## config.mk

```make
export PLATFORM = sky130hd
export DESIGN_NAME = nvm_guard
export DESIGN_NICKNAME = d
export VERILOG_FILES = /design/src/rtl/nvg_pkg.sv /design/src/rtl/nvg_unlock.sv /design/src/rtl/nvg_prog_timer.sv /design/src/rtl/nvg_ptr.sv /design/src/rtl/nvm_guard.sv
export SDC_FILE = /design/constraint.sdc
export NUM_CORES = 1
export LEC_CHECK = 0
export ABC_AREA = 1
export BUFFER_PORTS_ARGS = -buffer_cell sky130_fd_sc_hd__clkbuf_2
export CELL_PAD_IN_SITES_DETAIL_PLACEMENT = 1
export CELL_PAD_IN_SITES_GLOBAL_PLACEMENT = 1
export CORE_ASPECT_RATIO = 0.5
export CORE_MARGIN = 2
export CORE_UTILIZATION = 39
export DETAILED_ROUTE_END_ITERATION = 16
export PLACE_DENSITY = 0.79
export SYNTH_ARGS = -nofsm -noshare
export SYNTH_HDL_FRONTEND = slang
export SYNTH_HIERARCHICAL = 1
export SYNTH_SLANG_ARGS = --single-unit
```

## constraint.sdc

```tcl
create_clock -name clk -period 2.85 [get_ports clk]
set_input_delay 0.285 -clock clk [delete_from_list [all_inputs] [get_ports clk]]
set_output_delay 0.285 -clock clk [all_outputs]
set_load 0.01 [all_outputs]
```

## src/rtl/nvg_pkg.sv

```systemverilog
package nvg_pkg;
  // register map (key port must be distinct from control; pointer bytes consecutive)
  localparam int A_CTRL = 0;
  localparam int A_KEY  = 1;
  localparam int A_PTR0 = 2;

  // control bit positions
  localparam int B_RDGO  = 0;
  localparam int B_WRGO  = 1;
  localparam int B_WREN  = 2;
  localparam int B_WERR  = 3;
  localparam int B_ERASE = 4;
  localparam int B_CFG   = 6;
  localparam int B_MEM   = 7;

  localparam logic [7:0] KEY_FIRST  = 8'h55;
  localparam logic [7:0] KEY_SECOND = 8'hAA;

  typedef enum logic [1:0] {
    RC_POWER = 2'd0,
    RC_PIN   = 2'd1,
    RC_WDOG  = 2'd2,
    RC_OTHER = 2'd3
  } rst_cause_e;

  typedef enum logic [1:0] {
    UL_IDLE  = 2'd0,
    UL_HALF  = 2'd1,
    UL_ARMED = 2'd2
  } ul_state_e;
endpackage

```

## src/rtl/nvg_unlock.sv

```systemverilog
module nvg_unlock
  import nvg_pkg::*;
#(
  parameter logic [7:0] KEY_A = 8'h55,
  parameter logic [7:0] KEY_B = 8'hAA
) (
  input  logic       clk,
  input  logic       rst,
  input  logic       wr_en,
  input  logic       is_key,
  input  logic [7:0] wdata,
  output logic       armed
);
  ul_state_e state;

  always_ff @(posedge clk) begin
    if (rst) begin
      state <= UL_IDLE;
    end else if (wr_en) begin
      if (is_key) begin
        case (state)
          UL_IDLE: state <= (wdata == KEY_A) ? UL_HALF : UL_IDLE;
          UL_HALF: state <= (wdata == KEY_B) ? UL_ARMED : UL_IDLE;
          default: state <= UL_IDLE;
        endcase
      end else begin
        state <= UL_IDLE;
      end
    end
  end

  assign armed = (state == UL_ARMED);


  half_key_chk: assert property (@(posedge clk) disable iff (rst)
    (state == UL_HALF && $past(state) != UL_HALF) |-> $past(wr_en && is_key && wdata == KEY_A));

  armed_key_chk: assert property (@(posedge clk) disable iff (rst)
    $rose(armed) |-> $past(wr_en && is_key && wdata == KEY_B && state == UL_HALF));
endmodule

```

## src/rtl/nvg_prog_timer.sv

```systemverilog
module nvg_prog_timer #(
  parameter int CYCLES = 16
) (
  input  logic clk,
  input  logic rst,
  input  logic launch,
  input  logic arr_done,
  output logic busy,
  output logic start_pulse,
  output logic finish
);
  localparam int CW = (CYCLES > 1) ? $clog2(CYCLES) : 1;
  localparam logic [CW-1:0] LAST = CW'(CYCLES - 1);

  logic [CW-1:0] cnt;

  always_ff @(posedge clk) begin
    if (rst) begin
      busy        <= 1'b0;
      cnt         <= '0;
      start_pulse <= 1'b0;
      finish      <= 1'b0;
    end else begin
      start_pulse <= launch && !busy;
      finish      <= 1'b0;
      if (!busy) begin
        if (launch) begin
          busy <= 1'b1;
          cnt  <= '0;
        end
      end else if (cnt == LAST && arr_done) begin
        busy   <= 1'b0;
        finish <= 1'b1;
      end else if (cnt != LAST) begin
        cnt <= cnt + 1'b1;
      end
    end
  end


  min_len_chk: assert property (@(posedge clk) disable iff (rst)
    (!$past(rst) && $fell(busy)) |-> $past(cnt == LAST && arr_done));

  hold_chk: assert property (@(posedge clk) disable iff (rst)
    (busy && !arr_done) |=> busy);
endmodule

```

## src/rtl/nvg_ptr.sv

```systemverilog
module nvg_ptr #(
  parameter int PTR_W = 22,
  localparam int NB = (PTR_W + 7) / 8
) (
  input  logic          clk,
  input  logic          rst,
  input  logic          wr_en,
  input  logic [NB-1:0] sel,
  input  logic [7:0]    wdata,
  output logic [NB*8-1:0] ptr_bytes
);
  for (genvar b = 0; b < NB; b++) begin : g_byte
    localparam int HI = ((b + 1) * 8 > PTR_W) ? (PTR_W - b * 8) : 8;
    logic [HI-1:0] r;
    always_ff @(posedge clk) begin
      if (rst)
        r <= '0;
      else if (wr_en && sel[b])
        r <= wdata[HI-1:0];
    end
    assign ptr_bytes[b*8 +: 8] = 8'(r);
  end
endmodule

```

## src/rtl/nvm_guard.sv

```systemverilog
module nvm_guard
  import nvg_pkg::*;
#(
  parameter int PTR_W       = 22,
  parameter int PROG_CYCLES = 16,
  parameter int ADDR_W      = 3
) (
  input  logic              clk,
  input  logic              rst,
  input  logic [1:0]        rst_cause,
  input  logic [ADDR_W-1:0] bus_addr,
  input  logic [7:0]        bus_wdata,
  input  logic              bus_we,
  output logic [7:0]        bus_rdata,
  output logic              cpu_stall,
  output logic              arr_start,
  output logic              arr_read,
  output logic              arr_erase,
  output logic [PTR_W-1:0]  arr_addr,
  input  logic              arr_done,
  output logic              done_irq
);
  localparam int NB = (PTR_W + 7) / 8;

  logic busy, finish, armed, launch;
  logic wr_any, wr_ctrl, wr_key, wr_ptr;
  logic [NB-1:0]   ptr_sel;
  logic [NB*8-1:0] ptr_bytes;
  logic mem_sel, cfg_sel, erase, werr, wren, wrgo, rd_pulse;
  logic [7:0] ctrl_val, rd_next;

  assign wr_any  = bus_we && !busy;
  assign wr_ctrl = wr_any && (bus_addr == ADDR_W'(A_CTRL));
  assign wr_key  = wr_any && (bus_addr == ADDR_W'(A_KEY));
  assign wr_ptr  = wr_any && (ptr_sel != '0);
  assign launch  = wr_ctrl && armed && bus_wdata[B_WRGO] && bus_wdata[B_WREN];

  for (genvar b = 0; b < NB; b++) begin : g_sel
    assign ptr_sel[b] = (bus_addr == ADDR_W'(A_PTR0 + b));
  end

  nvg_unlock #(.KEY_A(KEY_FIRST), .KEY_B(KEY_SECOND)) i_unlock (
    .clk(clk), .rst(rst), .wr_en(wr_any), .is_key(wr_key),
    .wdata(bus_wdata), .armed(armed)
  );

  nvg_prog_timer #(.CYCLES(PROG_CYCLES)) i_timer (
    .clk(clk), .rst(rst), .launch(launch), .arr_done(arr_done),
    .busy(busy), .start_pulse(arr_start), .finish(finish)
  );

  nvg_ptr #(.PTR_W(PTR_W)) i_ptr (
    .clk(clk), .rst(rst), .wr_en(wr_ptr), .sel(ptr_sel),
    .wdata(bus_wdata), .ptr_bytes(ptr_bytes)
  );

  always_ff @(posedge clk) begin
    if (rst) begin
      if (rst_cause == RC_POWER) begin
        werr <= 1'b0;
        wrgo <= 1'b0;
      end else if (busy && (rst_cause == RC_PIN || rst_cause == RC_WDOG)) begin
        werr <= 1'b1;
      end
      mem_sel  <= 1'b0;
      cfg_sel  <= 1'b0;
      erase    <= 1'b0;
      wren     <= 1'b0;
      rd_pulse <= 1'b0;
    end else begin
      rd_pulse <= 1'b0;
      if (finish) wrgo <= 1'b0;
      if (wr_ctrl) begin
        mem_sel  <= bus_wdata[B_MEM];
        cfg_sel  <= bus_wdata[B_CFG];
        erase    <= bus_wdata[B_ERASE];
        wren     <= bus_wdata[B_WREN];
        rd_pulse <= bus_wdata[B_RDGO];
        if (!bus_wdata[B_WERR]) werr <= 1'b0;
        if (!bus_wdata[B_WRGO]) wrgo <= 1'b0;
        else if (launch)        wrgo <= 1'b1;
      end
    end
  end

  assign ctrl_val = {mem_sel, cfg_sel, 1'b0, erase, werr, wren, wrgo, 1'b0};

  always_comb begin
    rd_next = 8'h00;
    if (bus_addr == ADDR_W'(A_CTRL)) rd_next = ctrl_val;
    for (int b = 0; b < NB; b++)
      if (ptr_sel[b]) rd_next = ptr_bytes[b*8 +: 8];
  end

  always_ff @(posedge clk) begin
    if (rst) bus_rdata <= 8'h00;
    else     bus_rdata <= rd_next;
  end

  assign cpu_stall = busy;
  assign done_irq  = finish;
  assign arr_read  = rd_pulse;
  assign arr_erase = erase;
  assign arr_addr  = ptr_bytes[PTR_W-1:0];


  start_in_stall_chk: assert property (@(posedge clk) disable iff (rst)
    arr_start |-> cpu_stall);

  launch_key_chk: assert property (@(posedge clk) disable iff (rst)
    $rose(cpu_stall) |-> $past(armed && bus_we && bus_wdata[B_WREN]));

  irq_after_stall_chk: assert property (@(posedge clk) disable iff (rst)
    done_irq |-> ($past(cpu_stall) && !cpu_stall));

  irq_pulse_chk: assert property (@(posedge clk) disable iff (rst)
    done_irq |=> !done_irq);

  read_pulse_chk: assert property (@(posedge clk) disable iff (rst)
    arr_read |-> $past(bus_we && bus_addr == ADDR_W'(A_CTRL) && bus_wdata[B_RDGO]));
endmodule

```

==> results of run 1 <==
-- cell type report --
| type | instances | area [sq um] |
|---|---|---|
| multi-input combinational | 244 | 1050 |
| sequential | 46 | 941 |
| fill | 757 | 2850 |
| inverter | 57 | 214 |
| clock inverter | 2 | 13.8 |
| timing repair buffer | 51 | 255 |
| clock buffer | 6 | 129 |
| tap | 73 | 91.3 |
-- power groups by stage --
| stage | logic, mW | clock network [mW] | registers [mW] |
|---|---|---|---|
| 6_report | 0.117 | 0.577 | 0.668 |
| 2_1_floorplan | 0.0632 | 0 | 0.686 |
| 5_1_grt | 0.133 | 0.624 | 0.670 |
| 4_1_cts | 0.119 | 0.585 | 0.669 |
| 3_5_place_dp | 0.118 | 0 | 0.683 |
| 3_3_place_gp | 0.115 | 0 | 0.683 |
-- worst paths after layout --
kind / startpoint / to / cells past startpoint
setup / recovery: i_timer/busy / i_timer/cnt[1] / 9
hold / removal: arr_done / i_timer/finish / 3
setup reg to reg: i_timer/busy / i_timer/cnt[1] / 9
hold reg to reg: wren / wren / 2
-- worst max-delay path, delay by kind of cell, from the launching register on --
kind | cells | cell delay [ps]
flip-flops | 1 | 490
AO/OA/AOI/OAI | 1 | 120
buffers and inverters | 2 | 170
AND/OR/NAND/NOR | 6 | 920
-- cells by family after synthesis --
family                     share of synthesized area, %
AOI/OAI and AO/OA                                  5.76
adders and majority gates                          1.11
and+or+nand+nor                                    39.2
DFF                                                41.7
buffers and inverters                              12.1
other                                             0.166
-- through the flow --
step / std cells / power (mW) / hold WS [ps]
2_1_floorplan: 356 / 0.750 / 347
3_3_place_gp: 471 / 0.797 / 453
3_5_place_dp: 471 / 0.801 / 452
4_1_cts: 479 / 1.37 / 271
5_1_grt: 479 / 1.43 / 288
6_report: 479 / 1.36 / 269
-- sequential cells by signal, indices dropped and copies added (netlist names) --
| name | count |
|---|---|
| i_timer/cnt | 4 |
| arr_read | 1 |
| i_timer/start_pulse | 1 |
| i_timer/busy | 1 |
| mem_sel | 1 |
| wren | 1 |
| werr | 1 |
| i_ptr/g_byte.r | 22 |
| cfg_sel | 1 |
| i_timer/finish | 1 |
| i_unlock/state | 2 |
| arr_erase | 1 |
| bus_rdata | 8 |
| wrgo | 1 |
-- cell usage in the layout, fill, tap and decap left out, types with 5 or more instances in the layout --
master / count
nand3_1: 5
dfxtp_1: 44
nor2_1: 82
o21ai_1: 8
clkbuf_16: 5
clkbuf_2: 51
inv_2: 5
inv_1: 52
nand2_1: 112
a21oi_1: 9
-- per-layer routing --
metal / vias to the layer above / share of wire (%) / track usage (%)
met2: 42 / 48 / 38.2
met5: - / 0 / 0
met4: 0 / 1.4 / 6.00
li1: 1147 / - / -
met1: 1061 / 46 / 26.0
met3: 9 / 4.8 / 4.50
==> summary.md, run 1 <==
| Metric | Value |
|---|---|
| Outcome | complete, no violations |
| DRT Wirelength | 6360 microns |
| Pint | 1.02 mW |
| Initial core utilization | 40.8% |
| Period utilization | 62.1% |
| Worst Max-Slew Pin Slew | 732 ps |
| Die Width | 112 microns |
| Hpwl dp | 4830 microns |
| Main flop type after synthesis | dfxtp_1 |
| Total track usage | 21.0% |
| RSZ-0062 raised after global routing | false |
| Reg2reg setup slack | 1080 ps |
| Area Overhead vs Synth | 19.2% |
| Die Ht | 57.8 microns |
| Root Driver | clkbuf_16 |
| Crit. End Element | flop |
| CP Data Required Time | 3070 ps |
| Post-synthesis register bit count | 46 |
| Sequential area share after synthesis | 41.7% |
| Clk pwr share | 42.4% |
| Worst slack, placed | 1010 ps |
| Cell Pwr Density | 506 nW/um^2 |
| CTS tree | done |
| DR WL/cell | 13.3 microns |
| Cell with the most instances after synthesis | nand2_1 |
| Total CTS buffers | 5 |
| Die area | 6450 sq um |
| Async set-reset flop share out of synthesis | 0% |
| DP Area | 2550 sq um |
| Ant. Diodes | 0 |
| Clock Latency Late Sink | 290 ps |
| Synth cell types | 27 |
| Synth Instances | 355 |
| Starting DRT DRC Count | 91 |
| First-pass GRT wire length | 10700 microns |
| Crit path time final | 1770 ps |
| Final Hold Fails | 0 |
| Number of synthesized flops with an enable pin | 2 |
| # resized after CTS | 0 |
| Post-CTS Setup Bufs | 0 |
| Yosys warning count | 6 |
| Vias in the first global route | 2298 |
| CP arrival | 1990 ps |
| Core area | 5540 sq um |
| Crit path largest cell delay | 490 ps |
| Crit path launch type | flop |
| Fmax | 565 MHz |
| Drt via density | 4.72 |
| Top cell type's share of synthesized area | 39.0% |
| Synth area leader | dfxtp_1 |
| Layout net count | 424 |
| Final Setup Violations | 0 |
| IO Pins | 52 |
| Synth cell count leaders | nand2_1, nor2_1, inv_1, dfxtp_1, a21oi_1 |
| Slowest cell on crit path | dfxtp_1 |
| Post-Route Skew | 5.05 ps |
| Vias | 2259 |
| DRC viols | 0 |
| Sw Share | 25.0% |
| TritonRoute pass-1 iters | 4 |
| Share of power burned in combinational logic | 8.6% |
| Post-synthesis cell area | 2260 sq um |
| # hold bufs at CTS | 0 |
| Final setup margin | 1080 ps |
| Maximum number of pins on one net before global-route repair | 23 |
| Slew margin rel. | 51.1% |
| Final instance area | 2690 sq um |
| Cell-by-cell trace of the critical path | inv_1 > nand2_1 > nor2_1 > nand4_1 > inv_1 > or2_4 > nand2_2 > nand2_1 > a21oi_2 |
| Net Sw Power | 341 uW |
| Fin util | 48.6% |
| Final Max Slew Viols | 0 |
| Hold/Removal Path Class | in2reg |
| Fraction of layout cells with a size suffix above 1 | 18.7% |
| Port Buf Inserts | 51 |
| Reg power frac | 49.0% |
| TNS Setup | 0 ps |
| Post-route ant nets | 0 |
| WS Path Type | reg2reg |
| Max Cap Viol | 0 |
| Clock sink count | 46 |
| Routability cong. | 0.791 |
| Mapped Avg Cell Area | 6.36 sq um |
| Initial antenna violation count | 0 |
| Synth area leaders | dfxtp_1, nand2_1, nor2_1, inv_1, edfxtp_1 |
| Row cnt | 19 |
| Overflow after GRT | 0 |
| CTS max path bufs | 2 |
| Pleak | 1.47 nW |
| Clock Pin Slew Worst Setup and Hold Paths | 60 ps |
| Peak VDD IR | 0.230 mV |
| # H-tree levels | 2 |
| CP max FO | 9 |
(Power assumes the default switching activity.)
==> run 2, diff against run 1 <==
Settings changed: CORE_UTILIZATION 39 to 37, PLACE_DENSITY 0.79 to 0.76.
Clock period 2.85 ns to 1.8 ns, I/O delays scaled along.
==> run 2 against run 1 <==
  * Global-route usage down 0.13 points
  * First-iteration DRC count down 42%
  * Final area up 2.0%
  * Worst setup slack worse by 860 ps
  * Fmax up 12%
  * Count of clock-buffer cells in the layout up 1
  * Wire length up 5.4%
  * Power up 65%
  * Combinational power up 67%
  * Clock skew down 2.4 ps
  * Largest power group unchanged
  * Highest routed layer unchanged
==> summary.md, run 2 (synthesis gave the netlist of run 1 again) <==
| Metric | Value |
|---|---|
| Initial core utilization | 37.8% |
| Crit path largest cell delay | 410 ps |
| CTS tree | done |
| Starting DRT DRC Count | 53 |
| Crit path time final | 1580 ps |
| Commonest non-fill, non-tap cell in the layout | nand2_1 |
| DP Area | 2580 sq um |
| Vias in the first global route | 2273 |
| Final Setup Violations | 0 |
| Period utilization | 88.0% |
| DRT Wirelength | 6710 microns |
| Die Ht | 59.2 microns |
| Finished Layout Cells | 487 |
| Drt via density | 4.67 |
| # hold bufs at CTS | 0 |
| # resized after CTS | 0 |
| Clock sink count | 46 |
| Ant. Diodes | 0 |
| TritonRoute pass-1 iters | 4 |
| TNS Setup | 0 ps |
| Final setup margin | 216 ps |
| Crit. End Element | flop |
| Vias | 2276 |
| CP Data Required Time | 1980 ps |
| Clock Latency Late Sink | 280 ps |
| Layout net count | 428 |
| CP bufs+invs | 1 |
| Clock Pin Slew Worst Setup and Hold Paths | 60 ps |
| Port Buf Inserts | 51 |
| Overflow after GRT | 0 |
| Top flop regs | i_ptr/g_byte.r (22), bus_rdata (8), i_timer/cnt (4) |
| DRC viols | 0 |
| Post-Route Skew | 2.62 ps |
| Max Cap Viol | 0 |
| Cell-by-cell trace of the critical path | inv_1 > nand2_1 > a21oi_1 > nand2_1 > nor2_1 > nor2_1 |
| Die Width | 114 microns |
| CP arrival | 1760 ps |
| CP max FO | 16 |
| Pleak | 1.50 nW |
| Total track usage | 20.9% |
| Hpwl dp | 4980 microns |
| Slowest cell on crit path | nand2_1 |
| Pwr Total | 2.25 mW |
| Final Hold Fails | 0 |
| First-pass GRT wire length | 10900 microns |
| DR WL/cell | 13.8 microns |
| Hold WS | 180 ps |
| Crit path launch type | flop |
| Outcome | complete, no violations |
| Routability cong. | 0.854 |
| Final instance area | 2750 sq um |
| Worst slack, placed | 204 ps |
| Row cnt | 20 |
| Initial antenna violation count | 0 |
| Fraction of layout cells with a size suffix above 1 | 19.5% |
| Slew margin rel. | 60.3% |
| Hold/Removal Path Class | in2reg |
| Placed Instances | 479 |
| Fmax | 631 MHz |
| Peak VDD IR | 0.271 mV |
| # H-tree levels | 2 |
| Area Overhead vs Synth | 21.6% |
| Biggest register | i_ptr/g_byte.r |
| Maximum number of pins on one net before global-route repair | 23 |
| Core area | 5980 sq um |
| Root Driver | clkbuf_16 |
| Die area | 6780 sq um |
| Worst Max-Slew Pin Slew | 594 ps |
| Cell Pwr Density | 818 nW/um^2 |
| WS Path Type | reg2reg |
| Fin util | 45.9% |
| Post-route ant nets | 0 |
| Final Max Slew Viols | 0 |
| CTS max path bufs | 2 |
| Crit-path leading delay family | simple AND/OR/NAND/NOR gates |
| Post-CTS Setup Bufs | 0 |
| Most frequent cells in the layout | nand2_1, nor2_1, inv_1, clkbuf_2, dfxtp_1 |
| Max reg flops | 22 |
| IO Pins | 52 |
| RSZ-0062 raised after global routing | false |
| Total CTS buffers | 5 |
==> run 2: tightest hold or removal path, stage by stage <==
cell and delay, ps:
clkbuf_2 80, nand4_1 110, nor3_1 50
==> run 2: per-layer routing <==
layer	GRT usage [%]	routed length (microns)
met5	0	0
met1	25.8	3080
met4	6.10	102
met3	4.91	281
met2	37.2	3240
==> run 2: final cells by class <==
class	count	area [sq um]
Clock buffer	7	154
Clock inverter	1	7.51
Fill cell	834	3230
Inverter	57	214
Multi-Input combinational cell	244	1050
Sequential cell	46	941
Tap cell	77	96.3
Timing Repair Buffer	55	285
==> run 2: worst paths after layout <==
check | from | slack [ps] | cells after the start | to
max | i_timer/busy | 220 | 6 | i_ptr/g_byte[0].r[6]
max reg2reg | i_timer/busy | 220 | 6 | i_ptr/g_byte[0].r[6]
min | arr_done | 180 | 3 | i_timer/finish
min reg2reg | wren | 480 | 2 | wren
==> run 2: report_power, final <==
group	switching [mW]	leakage [nW]	total (mW)	internal, mW
clock	0.392	0.0753	0.992	0.600
combinational	0.134	1.04	0.195	0.0612
sequential	0.0120	0.376	1.06	1.05
total	0.538	1.50	2.25	1.71
==> run 3, diff against run 2 <==
Settings changed: CORE_MARGIN 2 to default.
==> run 3 against run 2 <==
  * Fmax rose by 1.9%
  * Clock skew up 0.97 ps
  * Critical path depth unchanged
  * Count of clock-buffer cells in the layout fell by 1
  * Wire length shrank 3.3%
  * Worst setup slack improved by 29 ps
  * Critical path type unchanged
  * Critical endpoint is now i_ptr/g_byte[0].r[1]
  * Largest cell class unchanged
==> summary.md, run 3 (synthesis gave the netlist of run 1 again) <==
| Metric | Value |
|---|---|
| Die area | 6440 sq um |
| Most frequent cells in the layout | nand2_1, nor2_1, inv_1, clkbuf_2, dfxtp_1 |
| Slew margin rel. | 62.1% |
| Vias in the first global route | 2324 |
| Reg2reg setup slack | 250 ps |
| TritonRoute pass-1 iters | 4 |
| Worst Max-Slew Pin Slew | 568 ps |
| Drt via density | 4.75 |
| Vias | 2295 |
| Ant. Diodes | 0 |
| Crit path launch type | flop |
| Reg2reg path depth | 6 |
| Layout net count | 428 |
| Post-CTS Setup Bufs | 0 |
| Starting DRT DRC Count | 40 |
| CP max FO | 16 |
| Die Ht | 57.2 microns |
| Hold Startpoint | arr_done |
| Max Cap Viol | 0 |
| CTS tree | done |
| # hold bufs at CTS | 0 |
| Root Driver | clkbuf_16 |
| Row cnt | 19 |
| Clock Pin Slew Worst Setup and Hold Paths | 70 ps |
| CTS max path bufs | 2 |
| Port Buf Inserts | 51 |
| Routability cong. | 0.741 |
| Outcome | complete, no violations |
| Crit. End Element | flop |
| # H-tree levels | 2 |
| Max reg flops | 22 |
| DRC viols | 0 |
| RSZ-0062 raised after global routing | false |
| Cell Pwr Density | 810 nW/um^2 |
| R2R Path End | i_ptr/g_byte[0].r[1] |
| Area Overhead vs Synth | 20.9% |
| DR WL/cell | 13.4 microns |
| Total CTS buffers | 5 |
| # resized after CTS | 0 |
| Die Width | 112 microns |
| CP bufs+invs | 1 |
| Pleak | 1.49 nW |
| Final Max Slew Viols | 0 |
| RR Startpoint | i_timer/busy |
| Cell-by-cell trace of the critical path | inv_1 > nand2_1 > a21oi_1 > nand2_1 > nor2_1 > nor2_1 |
| Final Setup Violations | 0 |
| Core area | 5680 sq um |
| Fmax | 643 MHz |
| Initial antenna violation count | 0 |
| Maximum number of pins on one net before global-route repair | 23 |
| IO Pins | 52 |
| Pwr Total | 2.21 mW |
| Peak VDD IR | 0.337 mV |
| Final Hold Fails | 0 |
| Post-Route Skew | 3.59 ps |
| Hold Path Sink | i_timer/finish |
| Crit path time final | 1550 ps |
| Total track usage | 22.8% |
| WS Path Type | reg2reg |
| Clock Latency Late Sink | 290 ps |
| Hpwl dp | 4900 microns |
| Commonest non-fill, non-tap cell in the layout | nand2_1 |
| Crit path largest cell delay | 400 ps |
| Hold/Removal Path Class | in2reg |
| Fraction of layout cells with a size suffix above 1 | 19.8% |
| Hold path cells | 3 |
| Post-route ant nets | 0 |
| DRT Wirelength | 6490 microns |
| CP Data Required Time | 1990 ps |
| Initial core utilization | 39.7% |
| Slowest cell on crit path | nand2_1 |
| Top flop regs | i_ptr/g_byte.r (22), bus_rdata (8), i_timer/cnt (4) |
| Period utilization | 86.4% |
| Clock sink count | 46 |
| CP arrival | 1740 ps |
| Biggest register | i_ptr/g_byte.r |
| TNS Setup | 0 ps |
| Crit-path leading delay family | simple AND/OR/NAND/NOR gates |
| First-pass GRT wire length | 11100 microns |
| Overflow after GRT | 0 |
==> run 3: worst max path at each step <==
stage	startpoint	endpoint	slack [ps]	cells past startpoint
global placement	bus_addr[0]	i_ptr/g_byte[0].r[2]	280	7
global route	i_timer/busy	i_ptr/g_byte[0].r[6]	70	7
floorplan	i_timer/busy	i_timer/cnt[1]	340	9
finish	i_timer/busy	i_ptr/g_byte[0].r[1]	250	6
detailed placement	bus_addr[0]	i_ptr/g_byte[0].r[1]	230	7
CTS	i_timer/busy	i_ptr/g_byte[0].r[1]	260	6
==> run 3: where the power goes <==
part / switching [mW] / internal, mW
registers: 0.0114 / 1.05
logic: 0.131 / 0.0611
clock network: 0.413 / 0.551
total: 0.555 / 1.66
==> run 3: through the flow <==
stage	utilization, %	hold WS (ps)	worst slack (ps)	std cells	instance area [sq um]
2_1_floorplan	-	242	339	356	2260
3_3_place_gp	45.4	452	281	475	2580
3_5_place_dp	45.4	465	232	475	2580
4_1_cts	48.1	156	261	483	2730
5_1_grt	48.1	179	66.8	483	2730
6_report	48.1	165	245	483	2730
==> run 3: per-layer routing <==
| layer | GRT usage [%] | share of wire (%) | vias to the layer above | wire length, microns |
|---|---|---|---|---|
| met3 | 4.89 | 3.5 | 10 | 224 |
| met5 | 0 | 0 | - | 0 |
| met4 | 7.43 | 1.3 | 0 | 87 |
| met2 | 40.8 | 47 | 37 | 3050 |
| li1 | - | - | 1158 | - |
| met1 | 27.9 | 48 | 1090 | 3130 |
==> run 3: worst register-to-register path, delay by kind of cell (launching register included) <==
family / cells / cell delay [ps]
AND/OR/NAND/NOR: 4 / 860
flip-flops: 1 / 310
AO/OA/AOI/OAI: 1 / 250
buffers and inverters: 1 / 50
==> run 3: area by class of cell <==
cell class                      count  area (sq um)
Timing Repair Buffer               55           285
Clock buffer                        6           139
Clock inverter                      2          12.5
Fill cell                         782          2950
Multi-Input combinational cell    244          1050
Tap cell                           73          91.3
Inverter                           57           214
Sequential cell                    46           941
